--- config.mk ---
export PLATFORM = sky130hd
export DESIGN_NAME = wcd_chain
export DESIGN_NICKNAME = d
export VERILOG_FILES = /design/src/rtl/wcd_pkg.sv /design/src/rtl/wcd_swallow.sv /design/src/rtl/wcd_binary.sv /design/src/rtl/wcd_johnson.sv /design/src/rtl/wcd_chain.sv
export SDC_FILE = /design/constraint.sdc
export NUM_CORES = 1
export LEC_CHECK = 0
export CAP_MARGIN = 20
export CORE_MARGIN = 3
export CORE_UTILIZATION = 59
export CTS_CLUSTER_SIZE = 24
export DETAILED_ROUTE_END_ITERATION = 6
export GPL_TIMING_DRIVEN = 0
export PLACE_DENSITY = 0.86
export REMOVE_ABC_BUFFERS = 1
export SYNTH_ARGS = -nofsm -noshare
export SYNTH_HDL_FRONTEND = slang
export SYNTH_SLANG_ARGS = --single-unit
--- constraint.sdc ---
create_clock -name clk -period 2.4 [get_ports clk]
set_input_delay 0.36 -clock clk [delete_from_list [all_inputs] [get_ports clk]]
set_output_delay 0.36 -clock clk [all_outputs]
set_load 0.01 [all_outputs]
--- src/rtl/wcd_pkg.sv ---
package wcd_pkg;

  localparam int JC_MAX = 8;

  // A Johnson word is legal when its bits hold at most one boundary
  // between a run of ones and a run of zeros.
  function automatic logic jc_legal(input logic [JC_MAX-1:0] q, input int n);
    int edges;
    edges = 0;
    for (int i = 0; i < n - 1; i++) begin
      if (q[i] != q[i+1]) edges++;
    end
    return (edges <= 1);
  endfunction

  // Next Johnson word: shift left, feed back the inverted top bit.
  // An illegal word goes to zero.
  function automatic logic [JC_MAX-1:0] jc_advance(input logic [JC_MAX-1:0] q, input int n);
    logic [JC_MAX-1:0] r;
    logic [JC_MAX-1:0] mask;
    mask = (JC_MAX'(1) << n) - JC_MAX'(1);
    if (!jc_legal(q, n)) begin
      r = '0;
    end else begin
      r = (q << 1) & mask;
      r[0] = ~q[n-1];
    end
    return r;
  endfunction

  // Last word before the wrap: only the top bit set.
  function automatic logic [JC_MAX-1:0] jc_final(input int n);
    return JC_MAX'(1) << (n - 1);
  endfunction

  // Number of enables that survive within one swallow group.
  function automatic int kept_per_group(input int period);
    return period - 1;
  endfunction

endpackage

--- src/rtl/wcd_swallow.sv ---
module wcd_swallow #(
  parameter int PERIOD = 16
) (
  input  logic clk,
  input  logic rst_n,
  input  logic hold,
  output logic en_o
);
  localparam int CW = (PERIOD > 1) ? $clog2(PERIOD) : 1;
  localparam logic [CW-1:0] LAST = CW'(PERIOD - 1);

  logic [CW-1:0] phase_q;
  logic          drop_w;

  assign drop_w = (phase_q == LAST);
  assign en_o   = !hold && !drop_w;

  always_ff @(posedge clk or negedge rst_n) begin
    if (!rst_n) begin
      phase_q <= '0;
    end else if (hold) begin
      phase_q <= '0;
    end else if (drop_w) begin
      phase_q <= '0;
    end else begin
      phase_q <= phase_q + CW'(1);
    end
  end

  AST_NO_DOUBLE_DROP: assert property (@(posedge clk) disable iff (!rst_n)
    (!hold && !en_o) |=> (en_o || hold));

  AST_DROP_AFTER_RUN: assert property (@(posedge clk) disable iff (!rst_n)
    $fell(hold) |-> en_o);

endmodule

--- src/rtl/wcd_binary.sv ---
module wcd_binary #(
  parameter int STAGES = 9
) (
  input  logic clk,
  input  logic rst_n,
  input  logic hold,
  input  logic step,
  output logic carry_o
);
  logic [STAGES-1:0] cnt_q;
  logic              full_w;

  assign full_w  = &cnt_q;
  assign carry_o = step && full_w;

  always_ff @(posedge clk or negedge rst_n) begin
    if (!rst_n) begin
      cnt_q <= '0;
    end else if (hold) begin
      cnt_q <= '0;
    end else if (step) begin
      cnt_q <= cnt_q + STAGES'(1);
    end
  end

  AST_CARRY_NEEDS_STEP: assert property (@(posedge clk) disable iff (!rst_n)
    carry_o |-> step);

  AST_CARRY_SPACED: assert property (@(posedge clk) disable iff (!rst_n)
    carry_o |=> !carry_o);

endmodule

--- src/rtl/wcd_johnson.sv ---
module wcd_johnson
  import wcd_pkg::*;
#(
  parameter int STAGES = 3
) (
  input  logic clk,
  input  logic rst_n,
  input  logic hold,
  input  logic step,
  output logic wrap_o
);
  logic [STAGES-1:0] ring_q;
  logic [JC_MAX-1:0] ring_wide;
  logic [JC_MAX-1:0] next_wide;
  logic [JC_MAX-1:0] final_wide;
  logic              legal_w;
  logic              at_final_w;

  assign ring_wide  = JC_MAX'(ring_q);
  assign next_wide  = jc_advance(ring_wide, STAGES);
  assign final_wide = jc_final(STAGES);
  assign legal_w    = jc_legal(ring_wide, STAGES);
  assign at_final_w = (ring_wide == final_wide);
  assign wrap_o     = step && at_final_w;

  always_ff @(posedge clk or negedge rst_n) begin
    if (!rst_n) begin
      ring_q <= '0;
    end else if (hold) begin
      ring_q <= '0;
    end else if (!legal_w) begin
      ring_q <= '0;
    end else if (step) begin
      ring_q <= next_wide[STAGES-1:0];
    end
  end

  AST_RING_LEGAL: assert property (@(posedge clk) disable iff (!rst_n)
    legal_w);

  AST_RING_REPAIR: assert property (@(posedge clk) disable iff (!rst_n)
    !legal_w |=> (ring_q == '0));

  AST_RING_HOLDS: assert property (@(posedge clk) disable iff (!rst_n)
    (!step && !hold && legal_w) |=> $stable(ring_q));

endmodule

--- src/rtl/wcd_chain.sv ---
module wcd_chain #(
  parameter int SWALLOW_PERIOD = 16,
  parameter int BIN_STAGES     = 9,
  parameter int RING_STAGES    = 3
) (
  input  logic clk,
  input  logic rst_n,
  input  logic stop,
  output logic rate_en,
  output logic mid_pulse,
  output logic tick
);
  logic en_w;
  logic carry_w;
  logic wrap_w;

  wcd_swallow #(.PERIOD(SWALLOW_PERIOD)) u_swallow (
    .clk  (clk),
    .rst_n(rst_n),
    .hold (stop),
    .en_o (en_w)
  );

  wcd_binary #(.STAGES(BIN_STAGES)) u_binary (
    .clk    (clk),
    .rst_n  (rst_n),
    .hold   (stop),
    .step   (en_w),
    .carry_o(carry_w)
  );

  wcd_johnson #(.STAGES(RING_STAGES)) u_ring (
    .clk   (clk),
    .rst_n (rst_n),
    .hold  (stop),
    .step  (carry_w),
    .wrap_o(wrap_w)
  );

  assign rate_en   = en_w;
  assign mid_pulse = carry_w;
  assign tick      = wrap_w;

  AST_TICK_ONE_CYCLE: assert property (@(posedge clk) disable iff (!rst_n)
    tick |=> !tick);

  AST_TICK_ON_CARRY: assert property (@(posedge clk) disable iff (!rst_n)
    tick |-> mid_pulse);

  AST_STOP_SILENT: assert property (@(posedge clk) disable iff (!rst_n)
    stop |-> (!tick && !mid_pulse && !rate_en));

  AST_RESTART_QUIET: assert property (@(posedge clk) disable iff (!rst_n)
    $fell(stop) |-> !mid_pulse);

endmodule

==> impl_metrics.tcl, run 1 <==
set metrics [dict create \
    grt_pass1_vias 679 \
    final_net_count 102 \
    cts-buffers-inserted 3 \
    grt_overflow_total 0 \
    cp.required_ns 2.04 \
    antenna_found_initial 0 \
    clkTransAtPathRegs_ns 0.09 \
    cts_buffer_depth 2 \
    yosys_warnings 0 \
    avgSynthCellArea_um2 9.62 \
    whs_path_depth 1 \
    finalPower_mw 0.497 \
    rsz0062_at_grt "false" \
    place_congestion 0.780 \
    vias 697 \
    startpoint_type "register" \
    final_cell_mix "dfrtp_1 (16), a21oi_1 (8), nand2_1 (7), nor2_1 (6)" \
    first_pass_iters 4 \
    rows 12 \
    finalSetupViolCount 0 \
    finalHoldViolations 0 \
    cts_max_level 1 \
    num_antenna_cells 0 \
    layout_commonest_cell "dfrtp_1" \
    port_buffers 5 \
    syn_to_final_growth_pct 13.6 \
    power.density_nw_per_um2 523 \
    core_area_um2 1220 \
    first_iter_violations 22 \
    drv_cap 0 \
    final_max_slew_viol_count 0 \
    ir_drop_mv 0.382 \
    critPathKind "register to primary output" \
    start_util 0.688 \
    grt_max_degree 20 \
    max_freq_mhz 442 \
    cts_tree "yes" \
    grtUsageTotal 0.194 \
    cts-root-buf "clkbuf_4" \
    via_per_inst 6.45 \
    drc 0 \
    die_h_um 43.7 \
    clk_latency_ns 0.28 \
    path_max_fanout 6 \
    synthDistinctLibCells 29 \
    ys_seq_area_frac 0.478 \
    detail_route.wl_per_cell_um 14.9 \
    post_dp_cell_area_um2 881 \
    tightest_slew_ns 0.710 \
    final_area_um2 951 \
    run_status "finished, final reports clean" \
    ant_nets 0 \
    wl_um 1610 \
    syn_area_um2 837 \
    p_leak_nw 0.400 \
    fin_crit_sh 0.942 \
    r2r_setup_slack_ns 0.73 \
    cts_sinks 16 \
    die_w_um 43.7 \
    final_util 0.782 \
    io_pins 6 \
    endpoint_kind "primary output" \
    hold_path_end "u_swallow.phase_q[0]" \
    drive_gt1_frac 0.128 \
    grt_pass1_wl_um 2820 \
    synth_cells 87 \
    finClkSkew_ns 0.00647 \
    hold_class "register to register" \
    arrival_ns 1.90 \
    r2r-end "u_ring.ring_q[2]" \
    reg2regPathDepth 6 \
    relSlewSlack 0.525 \
    fp.dieArea_um2 1910 \
    dp_hpwl_um 1030 \
    layout_min_cycle_time_ns 2.26 \
    worstHoldStart "u_swallow.phase_q[0]" \
    ys_ff_latch 16 \
    r2r_start "u_binary.cnt_q[3]" \
]
## worst max path at each step
| stage | startpoint | endpoint | slack (ns) | depth (start not counted) |
|---|---|---|---|---|
| after floorplan | u_binary.cnt_q[0] | tick | 0.61 | 7 |
| after global placement | stop | tick | -0.28 | 5 |
| after detailed placement | stop | tick | -0.28 | 5 |
| after CTS | u_swallow.phase_q[0] | rate_en | 0.10 | 4 |
| after global routing | u_binary.cnt_q[3] | tick | 0.001 | 7 |
| final | u_binary.cnt_q[3] | tick | 0.14 | 7 |
## synth_stat cells
library cell / number / area, um^2
a21o_1: 1 / 7.51
or4_1: 4 / 30.0
nor3_1: 1 / 5.00
dfrtp_1: 16 / 400
nor2_1: 7 / 26.3
or3_1: 2 / 12.5
buf_6: 1 / 11.3
buf_1: 1 / 3.75
inv_1: 4 / 15.0
a21boi_0: 1 / 7.51
a31oi_1: 3 / 18.8
ha_1: 4 / 50.1
a21oi_1: 8 / 40.0
xnor2_1: 2 / 17.5
clkbuf_1: 1 / 3.75
nor2b_1: 3 / 18.8
nand4_1: 2 / 12.5
nand2b_1: 2 / 12.5
a311oi_1: 1 / 8.76
nand3_1: 4 / 20.0
o21ai_0: 2 / 10.0
and3_1: 2 / 12.5
nor3b_1: 1 / 7.51
o221a_2: 1 / 11.3
mux2_2: 1 / 11.3
nand2_1: 7 / 26.3
buf_2: 1 / 5.00
o31ai_1: 3 / 22.5
o311ai_1: 1 / 8.76
## metrics by stage
stage          hold WS [ns]  worst slack (ns)  setup TNS, ns  instances
4_1_cts               0.490             0.100              0        107
3_3_place_gp          0.471            -0.280         -0.427        102
6_report              0.490             0.138              0        108
2_1_floorplan        0.0644             0.611              0         83
3_5_place_dp          0.477            -0.279         -0.407        102
5_1_grt               0.527           0.00114              0        108
## flip-flops by register name, summed over array words and instances (netlist names)
name and cells:
u_swallow.phase_q 4, u_binary.cnt_q 9, u_ring.ring_q 3
## layer usage
metal,track usage,vias to the layer above,share of wire
met1,0.255,331,0.43
met3,0.0498,6,0.054
li1,-,333,-
met4,0.0542,0,0.024
met2,0.314,27,0.49
met5,0,-,0
## power breakdown
part	leakage [nW]	switching (mW)	internal [mW]
combinational	0.161	0.0198	0.0173
clock	0.0210	0.0814	0.0922
sequential	0.218	0.00932	0.277
total	0.400	0.111	0.387
## repair_timing
item,CTS,global route
buffers inserted,1,1
hold buffers,0,0
setup endpoints to repair,2,2
gates resized for setup,6,3
## critical path, stage by stage (launching register included)
cell and delay [ns]:
dfrtp_1 0.42, nand4_1 0.17, nor2_1 0.15, ha_2 0.19, nand2b_1 0.12, nor2_2 0.13
and3_1 0.17, dlygate4sd2_1 0.27
## cell type report
type / instances / area (um^2)
clock buffers: 4 / 36.3
fillers: 85 / 265
inverters: 4 / 15.0
multi-input cells: 63 / 420
flip-flops and latches: 16 / 400
well taps: 14 / 17.5
repair buffers: 7 / 61.3
## kinds of logic after synthesis
group                      count (synthesis)  share of synthesized area
xor gates and xnor gates                   2                     0.0209
DFF                                       16                      0.478
adders and majority gates                  4                     0.0598
and+or+nand+nor                           35                      0.220
muxes                                      1                     0.0135
buffers and inverters                      8                     0.0463
AOI/OAI and AO/OA                         21                      0.161
Power figures use the tool's default switching activity.
==> run 2: changes to the inputs <==
--- a/config.mk
+++ b/config.mk
@@ -7,11 +7,11 @@
 export LEC_CHECK = 0
 export CAP_MARGIN = 20
 export CORE_MARGIN = 3
-export CORE_UTILIZATION = 59
+export CORE_UTILIZATION = 53
 export CTS_CLUSTER_SIZE = 24
 export DETAILED_ROUTE_END_ITERATION = 6
 export GPL_TIMING_DRIVEN = 0
-export PLACE_DENSITY = 0.86
+export PLACE_DENSITY = 0.79
 export REMOVE_ABC_BUFFERS = 1
 export SYNTH_ARGS = -nofsm -noshare
 export SYNTH_HDL_FRONTEND = slang
==> run 2 against run 1 <==
Compared with the run above: clock skew fell by 0.0059 ns; combinational power rose by 13%; highest routed layer unchanged; wire length rose by 4.1%; sequential share of layout area fell by 0.76 points; die area rose by 9.7%; register-to-register slack got worse by 0.14 ns.
==> impl_metrics.tcl, run 2 (synthesized netlist as in run 1, its figures left out) <==
set metrics [dict create \
    num_antenna_cells 0 \
    clock_power_share 0.297 \
    startpoint_type "register" \
    final_net_count 106 \
    hold_class "register to register" \
    relSlewSlack 0.524 \
    switching_share 0.237 \
    drv_cap 0 \
    fin_crit_sh 0.960 \
    finalSetupViolCount 0 \
    cts_max_level 1 \
    fp.dieArea_um2 2090 \
    cts_hold_buf 0 \
    layout_commonest_cell "dfrtp_1" \
    cp.required_ns 2.04 \
    max_freq_mhz 434 \
    clk_latency_ns 0.28 \
    grt_overflow_total 0 \
    grtUsageTotal 0.174 \
    p_leak_nw 0.409 \
    layout_min_cycle_time_ns 2.30 \
    largest_register "u_binary.cnt_q" \
    cts-buffers-inserted 3 \
    comb_power_share 0.090 \
    final_util 0.700 \
    placed_cells 103 \
    via_per_inst 6.13 \
    tightest_slew_ns 0.712 \
    vias 686 \
    internal-power_mw 0.356 \
    ir_drop_mv 0.354 \
    ant_nets 0 \
    whs_ns 0.487 \
    drc 0 \
    dp_hpwl_um 988 \
    port_buffers 5 \
    die_h_um 45.7 \
    critPathKind "register to primary output" \
    syn_to_final_growth_pct 15.7 \
    cts_buffer_depth 2 \
    die_w_um 45.7 \
    cts_sinks 16 \
    wl_um 1670 \
    grt_max_degree 20 \
    path_max_fanout 4 \
    run_status "finished, final reports clean" \
    whs_path_depth 1 \
    place_congestion 0.749 \
    cts-root-buf "clkbuf_4" \
    finalHoldViolations 0 \
    start_util 0.605 \
    grt_pass1_wl_um 2640 \
    final_max_slew_viol_count 0 \
    power.density_nw_per_um2 482 \
    largestRegisters "u_binary.cnt_q x9, u_swallow.phase_q x4, u_ring.ring_q x3" \
    first_iter_violations 9 \
    core_area_um2 1380 \
    clkTransAtPathRegs_ns 0.09 \
    finClkSkew_ns 0.000549 \
    antenna_found_initial 0 \
    io_pins 6 \
    rows 13 \
    final_cell_mix "dfrtp_1 (16), a21oi_1 (8), nand2_1 (7), buf_4 (6), nor2_1 (5)" \
    largest_reg_flops 9 \
    endpoint_kind "primary output" \
    final-instance-count-excl-fill 112 \
    grt_pass1_vias 633 \
    setup_ws_ns 0.0956 \
    sequentialPowerShare 0.613 \
    place_ws_ns -0.286 \
    arrival_ns 1.94 \
    drive_gt1_frac 0.165 \
    reg2regPathDepth 8 \
    detail_route.wl_per_cell_um 14.9 \
    cts_tree "yes" \
    switchingPower_mw 0.111 \
    first_pass_iters 4 \
]
## run 2: cell types whose count changed in the layout (fill, tap and decap cells not counted)
cell,change
clkdlybuf4s15_1,+1
nor2_1,-1
clkbuf_8,-1
buf_4,+4
and3_2,+1
nor2_2,+1
and3_4,-1
dlygate4sd2_1,-1
## run 2: final timing paths
check,from,endpoint,slack [ns]
max,u_binary.cnt_q[0],tick,0.1
min reg2reg,u_swallow.phase_q[0],u_swallow.phase_q[0],0.49
max in group asynchronous,rst_n,u_ring.ring_q[2],1.46
min,u_swallow.phase_q[0],u_swallow.phase_q[0],0.49
max reg2reg,u_binary.cnt_q[0],u_ring.ring_q[2],0.59
min in group asynchronous,rst_n,u_binary.cnt_q[6],0.50
## run 2: through the flow
stage	power, mW	instance area (um^2)	TNS (ns)
3_3_place_gp	0.324	882	-0.438
6_report	0.467	968	0
2_1_floorplan	0.307	813	0
4_1_cts	0.466	922	0
3_5_place_dp	0.324	882	-0.436
5_1_grt	0.484	968	-0.0316
## run 2: timing repair
item / 4_1_cts / 5_1_grt
pin swaps: 0 / 2
setup buffers: 2 / 4
endpoints found under the hold margin: 0 / 0
resized for setup: 6 / 4
setup endpoints to repair: 2 / 1
## run 2: per-layer routing
metal	up-vias	global-route usage	part of all wire
met5	-	0	0
met3	5	0.0237	0.029
met2	10	0.259	0.51
li1	339	-	-
met1	332	0.241	0.45
met4	0	0.102	0.019
## run 2: power groups by stage
stage	combinational [mW]	sequential [mW]	clock, mW
3_5_place_dp	0.0333	0.291	0
5_1_grt	0.0491	0.288	0.147
2_1_floorplan	0.0173	0.289	0
6_report	0.0419	0.287	0.139
3_3_place_gp	0.0333	0.291	0
4_1_cts	0.0385	0.285	0.142
## run 2: area by class of cell
type	instances	area, um^2
Clock buffer	3	22.5
Fill cell	104	414
Inverter	4	15.0
Multi-Input combinational cell	63	419
Sequential cell	16	400
Tap cell	15	18.8
Timing Repair Buffer	11	92.6
## run 2: worst max-delay path, cell delays in order, from the launching register on
cell and delay [ns]:
dfrtp_1 0.41, ha_4 0.16, nand3_1 0.08, nor2_2 0.12, ha_2 0.18, nand2b_1 0.10
nor2_2 0.17, and3_1 0.20, clkdlybuf4s15_1 0.24
==> run 3: changes to the inputs <==
--- a/config.mk
+++ b/config.mk
@@ -7,11 +7,11 @@
 export LEC_CHECK = 0
 export CAP_MARGIN = 20
 export CORE_MARGIN = 3
-export CORE_UTILIZATION = 53
+export CORE_UTILIZATION = 50
 export CTS_CLUSTER_SIZE = 24
 export DETAILED_ROUTE_END_ITERATION = 6
 export GPL_TIMING_DRIVEN = 0
-export PLACE_DENSITY = 0.79
+export PLACE_DENSITY = 0.78
 export REMOVE_ABC_BUFFERS = 1
 export SYNTH_ARGS = -nofsm -noshare
 export SYNTH_HDL_FRONTEND = slang
==> constraint.sdc (replaced) <==
create_clock -name clk -period 1.9 [get_ports clk]
set_input_delay 0.285 -clock clk [delete_from_list [all_inputs] [get_ports clk]]
set_output_delay 0.285 -clock clk [all_outputs]
set_load 0.01 [all_outputs]
==> run 3 against run 2 <==
Compared with the run above: the run now ends with setup timing left; worst hold slack got worse by 0.075 ns; largest power group unchanged; design area is 7.2% higher; wire length increased by 2.8%; power up 37%; worst setup slack worse by 0.19 ns.
==> impl_metrics.tcl, run 3 (synthesized netlist as in run 1, its figures left out) <==
set metrics [dict create \
    ir_drop_mv 0.506 \
    largest_register "u_binary.cnt_q" \
    grt_busiest_layer "met2" \
    r2r-end "u_ring.ring_q[2]" \
    dp_hpwl_um 1050 \
    first_iter_violations 11 \
    die_w_um 46.9 \
    largestRegisters "u_binary.cnt_q x9, u_swallow.phase_q x4, u_ring.ring_q x3" \
    port_buffers 5 \
    power.density_nw_per_um2 614 \
    finalHoldViolations 0 \
    final_area_um2 1040 \
    first_pass_iters 4 \
    run_status "finished with violations" \
    grt_overflow_total 0 \
    core_area_um2 1540 \
    setup_tns_ns -0.121 \
    vias 706 \
    p_leak_nw 0.438 \
    drv_cap 0 \
    reg2regPathDepth 8 \
    layout_min_cycle_time_ns 2.00 \
    tightest_slew_ns 0.709 \
    wl_um 1720 \
    startpoint_type "register" \
    final_net_count 109 \
    r2r_start "u_binary.cnt_q[0]" \
    drc 0 \
    rsz0062_at_grt "true" \
    violations "setup timing" \
    final_max_slew_viol_count 0 \
    max_freq_mhz 500 \
    grtUsageMet2 0.287 \
    layout_commonest_cell "dfrtp_1" \
    hold_class "primary input to async pin" \
    final-instance-count-excl-fill 117 \
    grt_pass1_wl_um 2680 \
    arrival_ns 1.71 \
    rows 14 \
    clk_latency_ns 0.29 \
    grtUsageMet3 0.0728 \
    r2r_setup_slack_ns 0.01 \
    fin_crit_sh 1.05 \
    setup_ws_ns -0.0991 \
    relSlewSlack 0.526 \
    cp.required_ns 1.62 \
    critPathKind "register to primary output" \
    place_congestion 0.741 \
    finalPower_mw 0.638 \
    antenna_found_initial 0 \
    cts_sinks 16 \
    cts_tree "yes" \
    cts_max_level 1 \
    drive_gt1_frac 0.277 \
    grtUsageTotal 0.171 \
    grtUsageMet1 0.211 \
    die_h_um 46.9 \
    start_util 0.543 \
    via_per_inst 6.03 \
    cts-root-buf "clkbuf_4" \
    clkTransAtPathRegs_ns 0.10 \
    cts_buffer_depth 2 \
    finalSetupViolCount 2 \
    path_max_fanout 3 \
    final_cell_mix "dfrtp_1 (16), buf_4 (8), nand2_1 (7), a21oi_1 (7), nor2_1 (5)" \
    placed_cells 104 \
    cts-buffers-inserted 3 \
    largest_reg_flops 9 \
    fp.dieArea_um2 2200 \
    whs_ns 0.411 \
    ant_nets 0 \
    syn_to_final_growth_pct 24.1 \
    grt_max_degree 20 \
    io_pins 6 \
    detail_route.wl_per_cell_um 14.7 \
    finClkSkew_ns 0.00263 \
    grt_pass1_vias 649 \
    num_antenna_cells 0 \
    post_dp_cell_area_um2 883 \
    endpoint_kind "primary output" \
]
-- run 3: cell types whose count changed in the layout (fill, tap and decap cells not counted), sizes merged --
cell,change
buf,+5
clkdlybuf4s15,-1
clkdlybuf4s50,-1
clkbuf,+1
-- run 3: through the flow --
step | setup slack (ns) | util
after detailed placement | -0.673 | 0.573
after floorplan | 0.186 | -
after global routing | -0.192 | 0.674
after CTS | -0.135 | 0.649
final | -0.0991 | 0.674
after global placement | -0.643 | 0.573
-- run 3: metal layers --
layer / wire length, um / vias to the layer above
met5: 0 / -
met4: 0 / 0
met3: 72 / 0
met2: 907 / 11
met1: 740 / 350
li1: - / 345
-- run 3: final cells by class --
type	instances	area (um^2)
inverter	4	15.0
sequential	16	400
multi-input combinational	63	445
timing repair buffer	14	121
clock buffer	4	36.3
fill	136	503
tap	16	20.0
-- run 3: worst max path at each step --
stage / endpoint / slack (ns) / start
after floorplan: tick / 0.19 / u_binary.cnt_q[0]
after global placement: tick / -0.64 / stop
after detailed placement: tick / -0.67 / stop
after CTS: tick / -0.13 / u_binary.cnt_q[1]
after global routing: tick / -0.19 / u_binary.cnt_q[1]
final: tick / -0.1 / u_binary.cnt_q[0]
-- run 3: where the power goes --
part	internal (mW)	total [mW]	switching, mW
sequential	0.351	0.361	0.0103
combinational	0.0217	0.0478	0.0261
clock	0.117	0.229	0.113
total	0.489	0.638	0.149
-- run 3: critical path, cell delays in order (launching register included) --
cell	delay, ns
dfrtp_1	0.39
ha_2	0.20
nand3_2	0.07
nor2_2	0.09
ha_2	0.21
nand2b_4	0.08
nor2_4	0.10
and3_4	0.19
buf_6	0.09
-- run 3: timing repair --
item / in CTS / in global routing
endpoints found under the setup margin: 3 / 6
pin swaps: 6 / 6
hold buffers: 0 / 0
setup buffers: 9 / 2
resized for setup: 18 / 8
